**src/rtl/dout_pkg.sv**
```systemverilog
package dout_pkg;
    localparam int WORD_W = 16;
    localparam int ADDR_W = 4;

    localparam logic [ADDR_W-1:0] ADR_SHADOW  = 4'd0;
    localparam logic [ADDR_W-1:0] ADR_START   = 4'd4;
    localparam logic [ADDR_W-1:0] ADR_RBSTART = 4'd5;
    localparam logic [ADDR_W-1:0] ADR_RBWORD  = 4'd6;
    localparam logic [ADDR_W-1:0] ADR_STATUS  = 4'd10;
    localparam logic [ADDR_W-1:0] ADR_CTRL    = 4'd11;
    localparam logic [ADDR_W-1:0] ADR_PRELOAD = 4'd12;

    localparam int ST_SEND_BIT = 0;
    localparam int ST_RB_BIT   = 1;
    localparam int ST_HOLD_BIT = 2;
endpackage

```
**src/rtl/dout_busy_timer.sv**
```systemverilog
module dout_busy_timer #(
    parameter int CYCLES = 16
) (
    input  logic clk,
    input  logic rst_n,
    input  logic clear,
    input  logic start,
    output logic busy_o,
    output logic done_o
);
    localparam int CW = $clog2(CYCLES + 1);

    typedef struct packed {
        logic          busy;
        logic [CW-1:0] cnt;
    } tmr_t;

    tmr_t tmr_d, tmr_q;

    always_comb begin
        tmr_d = tmr_q;
        if (clear) begin
            tmr_d.busy = 1'b0;
            tmr_d.cnt  = '0;
        end else if (!tmr_q.busy && start) begin
            tmr_d.busy = 1'b1;
            tmr_d.cnt  = CW'(CYCLES);
        end else if (tmr_q.busy) begin
            tmr_d.cnt = tmr_q.cnt - 1'b1;
            if (tmr_q.cnt == CW'(1)) tmr_d.busy = 1'b0;
        end
    end

    always_ff @(posedge clk or negedge rst_n) begin
        if (!rst_n) tmr_q <= '0;
        else        tmr_q <= tmr_d;
    end

    assign busy_o = tmr_q.busy;
    assign done_o = tmr_q.busy && (tmr_q.cnt == CW'(1)) && !clear;

    // the remaining count stays inside the window while busy
    p_count_in_window_r2: assert property (@(posedge clk) disable iff (!rst_n)
        busy_o |-> (tmr_q.cnt >= CW'(1) && tmr_q.cnt <= CW'(CYCLES)));

    // the busy flag drops right after the final cycle
    p_done_clears_busy_r6: assert property (@(posedge clk) disable iff (!rst_n)
        done_o |=> !busy_o);
endmodule

```
**src/rtl/dout_word_bank.sv**
```systemverilog
module dout_word_bank #(
    parameter int                      NWORDS    = 4,
    parameter int                      WW        = 16,
    parameter logic [NWORDS*WW-1:0]    RESET_VAL = '0
) (
    input  logic                       clk,
    input  logic                       rst_n,
    input  logic                       wr_en,
    input  logic [$clog2(NWORDS)-1:0]  wr_idx,
    input  logic [WW-1:0]              wr_data,
    output logic [NWORDS*WW-1:0]       image_o
);
    logic [NWORDS*WW-1:0] img_d, img_q;

    for (genvar k = 0; k < NWORDS; k++) begin : g_word
        assign img_d[k*WW +: WW] = (wr_en && wr_idx == k) ? wr_data
                                                         : img_q[k*WW +: WW];
    end

    always_ff @(posedge clk or negedge rst_n) begin
        if (!rst_n) img_q <= RESET_VAL;
        else        img_q <= img_d;
    end

    assign image_o = img_q;
endmodule

```
**src/rtl/dout_staged_outreg.sv**
```systemverilog
module dout_staged_outreg
    import dout_pkg::*;
#(
    parameter int                    NWORDS      = 4,
    parameter int                    SEND_CYCLES = 16,
    parameter int                    RB_CYCLES   = 4,
    parameter logic [NWORDS*16-1:0]  PWRUP_INIT  = '0
) (
    input  logic                    clk,
    input  logic                    rst_n,
    input  logic                    warm_rst,
    input  logic [ADDR_W-1:0]       bus_addr,
    input  logic                    bus_wr,
    input  logic                    bus_rd,
    input  logic [WORD_W-1:0]       bus_wdata,
    output logic [WORD_W-1:0]       bus_rdata,
    output logic [NWORDS*WORD_W-1:0] out_pins
);
    localparam int OUT_W = NWORDS * WORD_W;
    localparam int IDX_W = $clog2(NWORDS);

    typedef struct packed {
        logic [OUT_W-1:0]  outv;
        logic [OUT_W-1:0]  stage;
        logic [OUT_W-1:0]  snap;
        logic              hold;
        logic [WORD_W-1:0] rdata;
    } st_t;

    st_t st_d, st_q;

    logic             send_busy, send_done, rb_busy, rb_done;
    logic             send_go, rb_go, wr_shadow, wr_preload;
    logic [OUT_W-1:0] shadow_img, preload_img;
    logic [ADDR_W-1:0] off_shadow, off_rb, off_pre;
    logic [IDX_W-1:0] idx_shadow, idx_rb, idx_pre;

    function automatic logic in_region(input logic [ADDR_W-1:0] a,
                                       input logic [ADDR_W-1:0] base);
        return (a >= base) && ({1'b0, a} < {1'b0, base} + (ADDR_W+1)'(NWORDS));
    endfunction

    always_comb begin
        off_shadow = bus_addr - ADR_SHADOW;
        off_rb     = bus_addr - ADR_RBWORD;
        off_pre    = bus_addr - ADR_PRELOAD;
        idx_shadow = off_shadow[IDX_W-1:0];
        idx_rb     = off_rb[IDX_W-1:0];
        idx_pre    = off_pre[IDX_W-1:0];
        wr_shadow  = bus_wr && in_region(bus_addr, ADR_SHADOW);
        wr_preload = bus_wr && in_region(bus_addr, ADR_PRELOAD);
        send_go    = bus_wr && (bus_addr == ADR_START)   && !send_busy && !warm_rst;
        rb_go      = bus_rd && (bus_addr == ADR_RBSTART) && !rb_busy   && !warm_rst;
    end

    dout_word_bank #(.NWORDS(NWORDS), .WW(WORD_W), .RESET_VAL('0)) u_shadow (
        .clk(clk), .rst_n(rst_n), .wr_en(wr_shadow), .wr_idx(idx_shadow),
        .wr_data(bus_wdata), .image_o(shadow_img));

    dout_word_bank #(.NWORDS(NWORDS), .WW(WORD_W), .RESET_VAL(PWRUP_INIT)) u_preload (
        .clk(clk), .rst_n(rst_n), .wr_en(wr_preload), .wr_idx(idx_pre),
        .wr_data(bus_wdata), .image_o(preload_img));

    dout_busy_timer #(.CYCLES(SEND_CYCLES)) u_send_tmr (
        .clk(clk), .rst_n(rst_n), .clear(warm_rst), .start(send_go),
        .busy_o(send_busy), .done_o(send_done));

    dout_busy_timer #(.CYCLES(RB_CYCLES)) u_rb_tmr (
        .clk(clk), .rst_n(rst_n), .clear(warm_rst), .start(rb_go),
        .busy_o(rb_busy), .done_o(rb_done));

    always_comb begin
        st_d       = st_q;
        st_d.rdata = '0;

        if (send_go)   st_d.stage = shadow_img;
        if (send_done) st_d.outv  = st_q.stage;
        if (rb_go)     st_d.snap  = st_q.outv;
        if (bus_wr && bus_addr == ADR_CTRL) st_d.hold = bus_wdata[0];

        if (warm_rst) st_d.outv = st_q.hold ? st_q.outv : preload_img;

        if (bus_rd) begin
            if (in_region(bus_addr, ADR_RBWORD)) begin
                st_d.rdata = st_q.snap[idx_rb*WORD_W +: WORD_W];
            end else if (bus_addr == ADR_STATUS) begin
                st_d.rdata[ST_SEND_BIT] = send_busy;
                st_d.rdata[ST_RB_BIT]   = rb_busy;
                st_d.rdata[ST_HOLD_BIT] = st_q.hold;
            end
        end
    end

    always_ff @(posedge clk or negedge rst_n) begin
        if (!rst_n) begin
            st_q       <= '0;
            st_q.outv  <= PWRUP_INIT;
        end else begin
            st_q <= st_d;
        end
    end

    assign out_pins  = st_q.outv;
    assign bus_rdata = st_q.rdata;

    // pins move only when a send finishes or on a warm reset
    p_pins_move_on_done_r1: assert property (@(posedge clk) disable iff (!rst_n)
        (!send_done && !warm_rst) |=> $stable(out_pins));

    // the staged value is frozen while a send is in flight
    p_stage_frozen_r3: assert property (@(posedge clk) disable iff (!rst_n)
        send_busy |=> $stable(st_q.stage));

    // the snapshot changes only on a readback command
    p_snap_held_r5: assert property (@(posedge clk) disable iff (!rst_n)
        !(bus_rd && bus_addr == ADR_RBSTART) |=> $stable(st_q.snap));

    // warm reset with hold set leaves the pins alone
    p_hold_keeps_pins_r9: assert property (@(posedge clk) disable iff (!rst_n)
        (warm_rst && st_q.hold) |=> $stable(out_pins));

    // no read means zero read data on the next cycle
    p_rdata_idle_zero_r10: assert property (@(posedge clk) disable iff (!rst_n)
        !bus_rd |=> (bus_rdata == '0));
endmodule

```
**config.mk**
```make
export PLATFORM = sky130hd
export DESIGN_NAME = dout_staged_outreg
export DESIGN_NICKNAME = d
export VERILOG_FILES = /design/src/rtl/dout_pkg.sv /design/src/rtl/dout_busy_timer.sv /design/src/rtl/dout_word_bank.sv /design/src/rtl/dout_staged_outreg.sv
export SDC_FILE = /design/constraint.sdc
export NUM_CORES = 1
export LEC_CHECK = 0
export ABC_AREA = 0
export CORE_ASPECT_RATIO = 1.4
export CORE_MARGIN = 4
export CORE_UTILIZATION = 35
export CTS_BUF_LIST = sky130_fd_sc_hd__clkbuf_2 sky130_fd_sc_hd__clkbuf_4 sky130_fd_sc_hd__clkbuf_8
export CTS_CLUSTER_SIZE = 40
export DETAILED_ROUTE_END_ITERATION = 8
export GPL_ROUTABILITY_DRIVEN = 0
export PLACE_DENSITY = 0.51
export SYNTH_ARGS = -nofsm -noshare
export SYNTH_HDL_FRONTEND = slang
export SYNTH_HIERARCHICAL = 1
export SYNTH_SLANG_ARGS = --single-unit
```
**constraint.sdc**
```tcl
create_clock -name clk -period 4 [get_ports clk]
set_input_delay 1 -clock clk [delete_from_list [all_inputs] [get_ports clk]]
set_output_delay 1 -clock clk [all_outputs]
set_load 0.02 [all_outputs]
```
; Word level (Yosys, flattened, before mapping)
; Cells that the tools add are included.
; Widths: inputs -> output; s select.
[totals]
register_bits = 347
input_bits = 25
out_inout_bits = 80
wordCells = 87
[classes]
add_sub_neg = 4
magnitude_cmp = 5
n_eq_ne = 13
n_shift = 1
mux = 15
reduce_logical = 32
[op_table]
columns = operator, n
row1 = $mux 64, 3
row2 = $shiftx 64x7->16, 1
row3 = $logic_and 1x1->1, 23
row4 = $mux 6, 3
row5 = $mux 16, 1
row6 = $mux 13, 1
row7 = $mux 4, 3
row8 = $eq 2x2->1 const B, 4
row9 = $eq 4x3->1 const B, 2
row10 = $eq 4x4->1 const B, 2
row11 = $mux 3, 2
row12 = $reduce_bool 3->1, 2
row13 = $eq 5x1->1 const B, 1
row14 = $sub 5x1->5 const B, 1
row15 = $eq 2x1->1 const B, 2
row16 = $ge 4x1->1 const B, 1
row17 = $ge 4x3->1 const B, 1
row18 = $ge 4x4->1 const B, 1
row19 = $logic_not 2->1, 2
row20 = $lt 4x3->1 const B, 1
row21 = $lt 4x4->1 const B, 1
row22 = $eq 3x1->1 const B, 1
row23 = $logic_not 1->1, 3
row24 = $sub 3x1->3 const B, 1
row25 = 6 further kinds, 7

; Depth between registers and ports, before layout
[logic_depth]
word_depth = 7
mapped_depth = 8
depth_no_buf = 7

; By module
; Netlist, hierarchy kept.
[modules_own_cells]
columns = mod, n_inst, cells_per_inst, area_each_um2, seq_area_each_um2
row1 = dout_staged_outreg, 1, 629, 9661.8, 5230.0
row2 = dout_word_bank, 2, 136, 2411.1, 1601.5
row3 = dout_busy_timer at u_send_tmr, 1, 35, 340.3, 150.1
row4 = dout_busy_timer at u_rb_tmr, 1, 21, 220.2, 100.1

; Least setup slack after synthesis
; Ideal clock, no wire load.
[synth_timing]
kind = input-to-reg
startpoint = input warm_rst
endpoint = register u_send_tmr/tmr_q[3] in the netlist's numbering
setup_ns = 0.123
arrival_time_ns = 2.761
t_required_ns = 3.877
setup_slack_ns = 1.116
cell_stages = 8
path_buffers = 2
cell_sequence = or4b_1 > or4b_1 > buf_4 > buf_6 > inv_1 > nor2_1 > o21ai_0 > a21oi_1
[synth_via]
elab_chain_len = 5
word_cells_on_any_way = 6
classes_between = mux (2) / reduce/logical (4)
[synth_rtl]
columns = item, line
row1 = "start, declared", dout_staged_outreg.sv:11  ; input logic warm_rst,
row2 = $logic_not 1->1 *, -
row3 = $logic_and 1x1->1 *, dout_staged_outreg.sv:52  ; send_go = bus_wr && (bus_addr == ADR_START) && !send_busy && !warm_rst;
row4 = net send_go, dout_staged_outreg.sv:33  ; logic send_go, rb_go, wr_shadow, wr_preload;
row5 = $logic_and 1x1->1 *, dout_busy_timer.sv:25  ; end else if (!tmr_q.busy && start) begin
row6 = $mux 6, dout_busy_timer.sv:25
row7 = $mux 6, dout_busy_timer.sv:22  ; if (clear) begin
row8 = "end signal, assigned", dout_busy_timer.sv:36  ; else tmr_q <= tmr_d;
row9 = "end, declared", dout_busy_timer.sv:18  ; tmr_t tmr_d, tmr_q;
; Mark *: on every way through the listed nets, which the timed path passes. The rest lies on a longest branch.
; A chain may end at the register's enable or synchronous reset.

; Final worst setup path
[layout_timing]
startpoint = input bus_addr[1]
endpoint = register st_q[98] in the netlist's numbering
[layout_via]
elab_chain_len = 4
[layout_rtl]
columns = item, line
row1 = "start, declared", dout_staged_outreg.sv:12  ; input logic [ADDR_W-1:0] bus_addr,
row2 = $eq 4x3->1, dout_staged_outreg.sv:52
row3 = $logic_and 1x1->1 (3 in series), dout_staged_outreg.sv:52
row4 = "end signal, assigned", dout_staged_outreg.sv:99  ; st_q <= st_d;
row5 = "end, declared", dout_staged_outreg.sv:30  ; st_t st_d, st_q;
; Every way passes these cells.

==> run_results.csv <==
group,metric,value,unit
detailed_routing,antenna_left,0,
cts,h-tree-depth,2,
cts,clk_latency,0.59,ns
global_routing,antenna_found_initial,2,
global_routing,grt_max_degree,96,
detailed_routing,first_iter_violations,303,
worst_setup_path,cpMaxStageDelayCell,"or4b_4",
floorplanning,die_x,183.2,um
cts,clk_path_buf_depth,3,
floorplanning,die_height,253.3,um
synth,yosys_warnings,6,
global_routing,grt_pass1_vias,8347,
synth,avgSynthCellArea,15.73,um^2
global_routing,gr-usage-all-layers,14.59,%
worst_setup_path,critPathTopFamily,"simple AND/OR/NAND/NOR gates",
global_routing,use_met3,2.543,%
worst_setup_path,worstPathArrival,3.48,ns
timing,rsz0062_at_grt,"false",
place,dp_hpwl,21540,um
worst_setup_path,crit_buf_inv,2,
timing,fmax,331.4,MHz
global_routing,grt-busiest-layer,"met2",
synth,netlist_area,15040,um^2
cts,ctsHoldBuffers,0,
cts,cts_tree,"yes",
global_routing,grtUsageMet1,20.85,%
timing,max-slew-margin-rel,47.73,%
worst_setup_path,critPathMaxFanout,20,
floorplanning,ios,105,
detailed_routing,drc,0,
synth,synthesis.nets,985,
worst_hold_path,hold_class,"primary input to asynchronous set/reset pin",
place,dp.cells,1506,
worst_setup_path,start_kind,"primary input",
floorplanning,initial_utilization,35.54,%
timing,skew,0.01707,ns
global_routing,grt-ovfl-total,0,
detailed_routing,num_vias,7668,
global_routing,met2_usage,22.77,%
cts,path_clk_slew,0.06,ns
power,power_density,575.2,nW/um^2
cts,post_cts_buffers,0,
timing,setup_violations,0,
flow_run,maxCapViolCount,0,
worst_setup_path,end_kind,"flip-flop",
detailed_routing,first_pass_iters,4,
detailed_routing,wirelength,33430,um
run_status,status,"completed",
timing,worst_pin_slew,0.7841,ns
timing,holdWs,0.4197,ns
timing,final-hold-violation-count,0,
final_layout,drive_above_1_share,50.10,%
timing,slew_viol_final,0,
final_layout,final-instance-count-excl-fill,1594,
timing,timing.final.crit_period,3.017,ns
synth,synthCells,956,
cts,cts_sinks,347,
worst_setup_path,worst_ep_required_time,4.47,ns
detailed_routing,routedWlPerCell,20.97,um
cts,cts-resized-gates,0,
cts,root_buffer,"clkbuf_8",
final_layout,fillers,3947,
global_routing,grt_pass1_wl,52230,um
timing,tns,0,ns
detailed_routing,via_per_inst,4.811,
floorplanning,core_area,42320,um^2
worst_setup_path,cp_cell_sequence,"clkdlybuf4s50_1, or4b_1, or4b_4, buf_4, mux2_4",
worst_setup_path,critPathMaxStageDelay,0.77,ns
power,peakVddDrop,0.2361,mV
place,port_buffers,104,
power,power,9899,uW
timing,fin_crit_sh,75.44,%
final_layout,final_nets,1044,
floorplanning,die_area,46400,um^2
cts,numCtsBuffers,53,
worst_setup_path,critical_path_class,"primary input to flip-flop",
final_layout,synthToLayoutAreaGrowth,14.43,%
floorplanning,rows,89,
power,p_leak,0.007931,uW
flip-flops by register name (all words and copies together) (netlist names):
name	count
st_q	129
out_pins	64
u_preload/image_o	64
u_shadow/image_o	64
bus_rdata	16
u_send_tmr/tmr_q	5
u_rb_tmr/tmr_q	3
u_rb_tmr/busy_o	1
u_send_tmr/busy_o	1
layer usage:
metal | share of wire (%) | vias to the layer above | wire (um)
met5 | 0.060 | - | 20
met4 | 2.4 | 2 | 796
met3 | 3.5 | 59 | 1165
met2 | 47 | 126 | 15750
met1 | 47 | 4041 | 15690
li1 | - | 3440 | -
metrics by stage:
stage | cell area [um^2] | util (%) | setup WS [ns]
after detailed placement | 16190 | 38.25 | 0.3623
after CTS | 17210 | 40.66 | 1.017
after global routing | 17210 | 40.67 | 0.9278
after global placement | 16190 | 38.25 | 0.3767
after floorplan | 15040 | - | 1.116
final | 17210 | 40.67 | 0.9825
layout by cell type, fill, tap and decap left out, drive strengths merged, types with 2 or more instances in the layout:
cell type	instances
a21oi	5
buf	24
clkbuf	84
clkdlybuf4s50	101
dfrtp	347
diode	2
ha	4
inv	10
mux2	385
mux2i	2
mux4	16
nand2	4
nand3	2
nand3b	5
nor2	8
nor2b	13
nor3	2
nor3b	6
o21ai	2
o2bb2ai	3
o31a	2
or2b	2
or3b	3
or4b	2
worst paths after layout:
kind / startpoint / to / slack, ns / depth (start not counted)
max in group asynchronous: rst_n / st_q[51] / 2.64 / 2
hold reg to reg: u_shadow/image_o[38] / st_q[119] / 0.49 / 1
hold / removal: rst_n / u_preload/image_o[25] / 0.42 / 1
min in group clk: u_shadow/image_o[38] / st_q[119] / 0.49 / 1
setup reg to reg: u_send_tmr/busy_o / out_pins[57] / 1.85 / 6
setup / recovery: bus_addr[1] / st_q[98] / 0.98 / 5
power by group:
part | switching (uW) | internal [uW]
sequential | 573 | 4300
clock | 1320 | 1570
combinational | 851 | 1290
total | 2740 | 7160
final cells by class:
class | instances | area, um^2 | share of cell area, %
Inverter | 10 | 37.54 | 0.2181
Sequential cell | 347 | 8683 | 50.45
Antenna cell | 2 | 5.005 | 0.02908
Multi-Input combinational cell | 478 | 5487 | 31.88
Tap cell | 546 | 683.2 | 3.969
Clock inverter | 2 | 12.51 | 0.07270
Clock buffer | 84 | 1006 | 5.845
Timing Repair Buffer | 125 | 1296 | 7.532
Note: power is estimated with default switching activity, not from simulation.
